`src/rtl/disp_regbank_pkg.sv`:
```
package disp_regbank_pkg;

    localparam int DW        = 32;
    localparam int NUM_REGS  = 17;
    localparam int NUM_STORE = 13;  // plain storage registers, ids 0..12

    localparam int RID_CTL1 = 0;
    localparam int RID_CTL5 = 4;
    localparam int RID_IPND = 13;
    localparam int RID_SPND = 14;
    localparam int RID_IMSK = 15;
    localparam int RID_PSEL = 16;

    // Ids 0..10 are packed from offset 0; ids 11..16 start at 0x4C.
    function automatic logic [31:0] reg_offset(input int idx);
        if (idx < 11) return 32'(idx * 4);
        else          return 32'(32'h4C + (idx - 11) * 4);
    endfunction

    function automatic logic [DW-1:0] store_mask(input int idx);
        case (idx)
            0:       return DW'(32'h0003_FFFF);
            3:       return DW'(32'h0000_FFFF);
            4:       return DW'(32'h0000_1FFF);
            10:      return DW'(32'h0000_FFFF);
            default: return '1;
        endcase
    endfunction

endpackage

```
`src/rtl/disp_addr_dec.sv`:
```
module disp_addr_dec
    import disp_regbank_pkg::*;
#(
    parameter int ADDR_W = 8
) (
    input  logic [ADDR_W-1:0]   addr,
    output logic [NUM_REGS-1:0] sel,
    output logic                hit
);

    for (genvar g = 0; g < NUM_REGS; g++) begin : g_cmp
        assign sel[g] = (32'(addr) == reg_offset(g));
    end

    assign hit = |sel;

    always_comb begin
        p_sel_onehot_r10: assert ($onehot0(sel));
    end

endmodule

```
`src/rtl/disp_irq_unit.sv`:
```
module disp_irq_unit
    import disp_regbank_pkg::*;
#(
    parameter int N_SRC = 2
) (
    input  logic             clk,
    input  logic             rst_n,
    input  logic             wr_pnd,
    input  logic             wr_src,
    input  logic             wr_msk,
    input  logic [DW-1:0]    wdata,
    input  logic [N_SRC-1:0] evt_in,
    output logic [N_SRC-1:0] pnd_q,
    output logic [N_SRC-1:0] src_q,
    output logic [N_SRC:0]   msk_q,
    output logic             irq
);

    localparam int MASK_W = N_SRC + 1;

    typedef struct packed {
        logic [N_SRC-1:0]  pnd;
        logic [N_SRC-1:0]  src;
        logic [MASK_W-1:0] msk;
    } irq_st_t;

    irq_st_t st_d, st_q;

    always_comb begin
        st_d = st_q;
        if (wr_msk) st_d.msk = wdata[MASK_W-1:0];
        if (wr_src) st_d.src = wdata[N_SRC-1:0];
        st_d.src = st_d.src | evt_in;
        if (wr_pnd) st_d.pnd = wdata[N_SRC-1:0];
        st_d.pnd = st_d.pnd | (st_d.src & ~st_d.msk[N_SRC-1:0]);
    end

    always_ff @(posedge clk or negedge rst_n) begin
        if (!rst_n) st_q <= '0;
        else        st_q <= st_d;
    end

    assign pnd_q = st_q.pnd;
    assign src_q = st_q.src;
    assign msk_q = st_q.msk;
    assign irq   = |st_q.pnd;

    p_pend_covers_src_r7: assert property (@(posedge clk) disable iff (!rst_n)
        ((st_q.src & ~st_q.msk[N_SRC-1:0] & ~st_q.pnd) == '0));

    p_evt_sets_src_r9: assert property (@(posedge clk) disable iff (!rst_n)
        (|evt_in) |=> ((st_q.src & $past(evt_in)) == $past(evt_in)));

endmodule

```
`src/rtl/disp_regbank.sv`:
```
module disp_regbank
    import disp_regbank_pkg::*;
#(
    parameter int ADDR_W = 8
) (
    input  logic              clk,
    input  logic              rst_n,
    input  logic              wr_en,
    input  logic              rd_en,
    input  logic [ADDR_W-1:0] addr,
    input  logic [31:0]       wdata,
    input  logic [1:0]        evt_in,
    output logic [31:0]       rdata,
    output logic              bad_addr,
    output logic              irq,
    output logic              disp_en,
    output logic [3:0]        pix_depth,
    output logic              rgb565_sel,
    output logic              byte_swap
);

    localparam int N_SRC  = 2;
    localparam int PSEL_W = 3;

    typedef struct packed {
        logic [NUM_STORE-1:0][DW-1:0] store;
        logic [PSEL_W-1:0]            psel;
        logic [DW-1:0]                rdata;
        logic                         bad;
    } bank_st_t;

    bank_st_t st_d, st_q;

    logic [NUM_REGS-1:0] sel;
    logic                hit;
    logic [N_SRC-1:0]    pnd_q, src_q;
    logic [N_SRC:0]      msk_q;
    logic [DW-1:0]       rd_mux;

    disp_addr_dec #(.ADDR_W(ADDR_W)) u_dec (
        .addr (addr),
        .sel  (sel),
        .hit  (hit)
    );

    disp_irq_unit #(.N_SRC(N_SRC)) u_irq (
        .clk    (clk),
        .rst_n  (rst_n),
        .wr_pnd (wr_en && sel[RID_IPND]),
        .wr_src (wr_en && sel[RID_SPND]),
        .wr_msk (wr_en && sel[RID_IMSK]),
        .wdata  (wdata),
        .evt_in (evt_in),
        .pnd_q  (pnd_q),
        .src_q  (src_q),
        .msk_q  (msk_q),
        .irq    (irq)
    );

    always_comb begin
        rd_mux = '0;
        for (int i = 0; i < NUM_STORE; i++) begin
            if (sel[i]) rd_mux = rd_mux | st_q.store[i];
        end
        if (sel[RID_IPND]) rd_mux = rd_mux | DW'(pnd_q);
        if (sel[RID_SPND]) rd_mux = rd_mux | DW'(src_q);
        if (sel[RID_IMSK]) rd_mux = rd_mux | DW'(msk_q);
        if (sel[RID_PSEL]) rd_mux = rd_mux | DW'(st_q.psel);
    end

    always_comb begin
        st_d     = st_q;
        st_d.bad = 1'b0;
        if (wr_en) begin
            for (int i = 0; i < NUM_STORE; i++) begin
                if (sel[i]) st_d.store[i] = wdata & store_mask(i);
            end
            if (sel[RID_PSEL]) st_d.psel = {1'b1, wdata[1:0]};
        end
        if (rd_en) begin
            st_d.rdata = rd_mux;
            st_d.bad   = !hit;
        end
    end

    always_ff @(posedge clk or negedge rst_n) begin
        if (!rst_n) st_q <= '0;
        else        st_q <= st_d;
    end

    assign rdata      = st_q.rdata;
    assign bad_addr   = st_q.bad;
    assign disp_en    = st_q.store[RID_CTL1][0];
    assign pix_depth  = st_q.store[RID_CTL1][4:1];
    assign rgb565_sel = st_q.store[RID_CTL5][11];
    assign byte_swap  = st_q.store[RID_CTL5][12];

    p_psel_bit2_r6: assert property (@(posedge clk) disable iff (!rst_n)
        (wr_en && sel[RID_PSEL]) |=> st_q.psel[2]);

    p_bad_zero_r10: assert property (@(posedge clk) disable iff (!rst_n)
        bad_addr |-> (rdata == '0));

    p_ctl1_en_r3: assert property (@(posedge clk) disable iff (!rst_n)
        (wr_en && sel[RID_CTL1]) |=> (disp_en == $past(wdata[0])));

endmodule

```
`config.mk`:
```
export PLATFORM = sky130hd
export DESIGN_NAME = disp_regbank
export DESIGN_NICKNAME = d
export VERILOG_FILES = /design/src/rtl/disp_regbank_pkg.sv /design/src/rtl/disp_addr_dec.sv /design/src/rtl/disp_irq_unit.sv /design/src/rtl/disp_regbank.sv
export SDC_FILE = /design/constraint.sdc
export NUM_CORES = 1
export LEC_CHECK = 0
export ABC_AREA = 1
export BUFFER_PORTS_ARGS = -buffer_cell sky130_fd_sc_hd__buf_2
export CAP_MARGIN = 20
export CORE_MARGIN = 1.5
export CORE_UTILIZATION = 45
export CTS_CLUSTER_SIZE = 25
export DETAILED_ROUTE_END_ITERATION = 8
export GPL_TIMING_DRIVEN = 1
export SETUP_SLACK_MARGIN = 0.5
export SYNTH_ARGS = -nofsm -noshare
export SYNTH_HDL_FRONTEND = slang
export SYNTH_SLANG_ARGS = --single-unit
export TNS_END_PERCENT = 10
```
`constraint.sdc`:
```
create_clock -name clk -period 2.07 [get_ports clk]
set_input_delay 0.1035 -clock clk [delete_from_list [all_inputs] [get_ports clk]]
set_output_delay 0.1035 -clock clk [all_outputs]
set_load 0.01 [all_outputs]
```
==> flow_results.xml <==
<?xml version="1.0" encoding="UTF-8"?>
<metrics>
  <group name="layout">
    <metric name="fin_nets" unit="">2247</metric>
    <metric name="final_core_util" unit="%">53.11</metric>
    <metric name="drive_gt1_share" unit="%">11.49</metric>
    <metric name="area_growth_syn_to_layout" unit="%">15.40</metric>
    <metric name="diodes" unit="">0</metric>
  </group>
  <group name="logic_synthesis">
    <metric name="synth_enable_flop_cells" unit="">0</metric>
    <metric name="synth_top_area_cell" unit="">dfrtp_1</metric>
    <metric name="netlist-cell-type-count" unit="">28</metric>
    <metric name="synth-warning-count" unit="">0</metric>
    <metric name="postSynthCellCount" unit="">2129</metric>
    <metric name="synth_largest_type_area_fraction" unit="%">56.48</metric>
    <metric name="dominantRegCellSynth" unit="">dfrtp_1</metric>
    <metric name="mappedNetlistArea" unit="mm²">0.01746</metric>
    <metric name="post_synth_most_frequent_cells" unit="">nand2_1 (805), dfrtp_1 (394), o21ai_0 (296)</metric>
    <metric name="synth.most_common_cell" unit="">nand2_1</metric>
    <metric name="syn_area_per_cell" unit="µm²">8.200</metric>
    <metric name="seq_area_frac_synth" unit="%">56.48</metric>
    <metric name="asyncSetResetFlopFracSynth" unit="%">100.0</metric>
    <metric name="netlist_top_cells_area" unit="">dfrtp_1 (56%), nand2_1 (17%), o21ai_0 (8.5%)</metric>
    <metric name="synth-seq-cells" unit="">394</metric>
    <metric name="syn_nets" unit="">2175</metric>
  </group>
  <group name="power">
    <metric name="peakVddDrop" unit="mV">0.6294</metric>
    <metric name="power_per_cell_area" unit="mW/mm²">847.6</metric>
    <metric name="cellLeakagePower" unit="nW">9.888</metric>
  </group>
  <group name="setup_path">
    <metric name="criticalPathCategory" unit="">reg2out</metric>
    <metric name="timing.critical_path.arrival" unit="ps">1400</metric>
    <metric name="cp-end-kind" unit="">output port</metric>
    <metric name="worst-path-max-fanout" unit="">3</metric>
    <metric name="path_cells" unit="">or2_2 -&gt; buf_2</metric>
    <metric name="max_incr_delay_on_cp" unit="ps">400</metric>
    <metric name="crit_path_start_kind" unit="">register</metric>
    <metric name="worst_ep_required_time" unit="ps">1970</metric>
    <metric name="critPathSlowestCell" unit="">dfrtp_1</metric>
  </group>
  <group name="clocking">
    <metric name="clock_tree.buffer_depth" unit="">3</metric>
    <metric name="cts_inserted_buffers" unit="">44</metric>
    <metric name="h-tree-depth" unit="">2</metric>
    <metric name="cts-root-buf" unit="">clkbuf_16</metric>
    <metric name="clk-insertion-delay-late" unit="ps">580</metric>
    <metric name="cts.sinks" unit="">394</metric>
    <metric name="cts_tree" unit="">built</metric>
    <metric name="cts.clk_slew.worst_paths" unit="ps">70</metric>
  </group>
  <group name="floorplanning">
    <metric name="floorplan.initialDensity" unit="%">46.02</metric>
    <metric name="ioPinCount" unit="">87</metric>
    <metric name="placement_rows" unit="">71</metric>
    <metric name="die-area" unit="mm²">0.03999</metric>
    <metric name="placeableCoreArea" unit="mm²">0.03793</metric>
    <metric name="die_w" unit="µm">200.0</metric>
    <metric name="floorplan.die.height" unit="µm">200.0</metric>
  </group>
  <group name="job">
    <metric name="maxCapViolations" unit="">0</metric>
  </group>
  <group name="grt">
    <metric name="grt_start_max_net_pins" unit="">65</metric>
    <metric name="grt_overflow" unit="">0</metric>
    <metric name="initial_antenna_violation_count" unit="">0</metric>
    <metric name="grt_pass1_wl" unit="mm">79.55</metric>
    <metric name="via_count_of_the_first_global_routing_pass" unit="">13780</metric>
    <metric name="grt_util_all_layers" unit="%">26.15</metric>
  </group>
  <group name="timing">
    <metric name="tightestPinTransition" unit="ps">617.3</metric>
    <metric name="rsz_0062_raised_after_global_routing" unit="">false</metric>
    <metric name="setup_viol" unit="">0</metric>
    <metric name="final_min_period_over_clock_period" unit="%">72.62</metric>
    <metric name="report.final.hold_viol_count" unit="">0</metric>
    <metric name="clock_skew" unit="ps">23.50</metric>
    <metric name="maxSlewHeadroom" unit="%">58.80</metric>
    <metric name="fmax" unit="MHz">665.2</metric>
    <metric name="post-route-min-period" unit="ps">1503</metric>
    <metric name="totalNegativeSetupSlack" unit="ps">0</metric>
    <metric name="timing.final.max_slew_violations" unit="">0</metric>
  </group>
  <group name="routing">
    <metric name="via_per_inst" unit="">5.245</metric>
    <metric name="detail_route.first_pass.iterations" unit="">5</metric>
    <metric name="detailedRoute.firstIterationViolations" unit="">1438</metric>
    <metric name="drc" unit="">0</metric>
    <metric name="wl_per_cell" unit="µm">18.35</metric>
    <metric name="detail-route-antenna-nets" unit="">0</metric>
    <metric name="wl" unit="mm">50.42</metric>
    <metric name="detailroute.via_count" unit="">14410</metric>
  </group>
  <group name="placed_design">
    <metric name="routability_congestion" unit="">0.8704</metric>
    <metric name="placement.io_buffers" unit="">86</metric>
    <metric name="post-dp-hpwl" unit="mm">30.11</metric>
  </group>
  <group name="status">
    <metric name="run_status" unit="">finished clean</metric>
  </group>
  <group name="min_path">
    <metric name="hold_class" unit="">in2reg</metric>
  </group>
</metrics>
==> cells in the final DEF (no fill, tap or decap), types with 44 or more instances in the layout <==
master     synthesis  layout
buf_2             35      85
buf_4             48      48
clkbuf_16          0      44
dfrtp_1          394     394
inv_1             68      68
nand2_1          805     805
nand3_1           89      89
nor2_1           181     180
o21ai_0          296     296
o21ai_1           63      63
==> state kept, by name, summed over array words and instances (netlist names) <==
name,count
rdata,32
pix_depth,4
u_irq.pnd_q,2
disp_en,1
st_q,347
bad_addr,1
u_irq.src_q,2
rgb565_sel,1
byte_swap,1
u_irq.msk_q,3
==> through the flow <==
| step | setup WS (ps) | power, mW | hold WS [ps] | instance area, µm² | cells |
|---|---|---|---|---|---|
| final | 566.8 | 17.08 | 24.46 | 20150 | 2747 |
| after global routing | 510.2 | 17.71 | 33.34 | 20150 | 2747 |
| after CTS | 522.2 | 17.25 | 10.02 | 20120 | 2745 |
| after detailed placement | 335.7 | 9.375 | 119.9 | 18360 | 2632 |
| after global placement | 365.0 | 9.342 | 122.4 | 18360 | 2632 |
| after floorplan | 852.5 | 8.919 | -192.1 | 17460 | 2129 |
==> layout make-up <==
class / count / area (µm²)
fillers: 3640 / 17790
flip-flops and latches: 394 / 9859
multi-input cells: 1507 / 6499
repair buffers: 182 / 1441
clock buffers: 71 / 1323
well taps: 511 / 639.4
inverters: 72 / 270.3
clock inverters: 10 / 115.1
==> critical path, delay by kind of cell, from the launching register on <==
| kind | cells | cell delay [ps] |
|---|---|---|
| flops | 1 | 400 |
| simple gates | 1 | 300 |
| buf+inv | 1 | 140 |
==> timing repair <==
action                                  in CTS  in global routing
buffers inserted                             0                  2
endpoints found under the setup margin       0                  3
gates resized for setup                      0                  3
hold buffers                                32                  0
endpoints found under the hold margin      444                  0
==> report_power, final <==
part | internal, mW | total, mW | switching [mW]
sequential | 8.08 | 8.29 | 0.209
clock | 4.62 | 7.80 | 3.18
combinational | 0.343 | 0.994 | 0.651
==> cell families after synthesis <==
| family | count (synthesis) | synth area share (%) |
|---|---|---|
| AOI/OAI and AO/OA | 385 | 11.09 |
| and+or+nand+nor | 1122 | 26.02 |
| buffers and inverters | 228 | 6.414 |
| DFF | 394 | 56.48 |
==> per-layer routing <==
layer | part of all wire, % | vias up | global-route usage [%]
met5 | 0 | - | 0
met4 | 2.2 | 0 | 8.772
met3 | 6.0 | 77 | 4.032
met2 | 46 | 437 | 41.02
met1 | 46 | 7002 | 37.21
li1 | - | 6893 | -
==> final timing paths <==
kind                                start             end  slack [ps]  cells after the start
max                        u_irq.pnd_q[0]             irq         570                      2
min                              wdata[9]       st_q[397]          20                      3
max in group asynchronous           rst_n       st_q[317]        1210                      3
min reg2reg                     rdata[17]       rdata[17]         470                      2
min in group asynchronous           rst_n       st_q[331]          90                      2
max reg2reg                u_irq.src_q[1]  u_irq.pnd_q[1]         700                      5
Power figures use the tool's default switching activity.
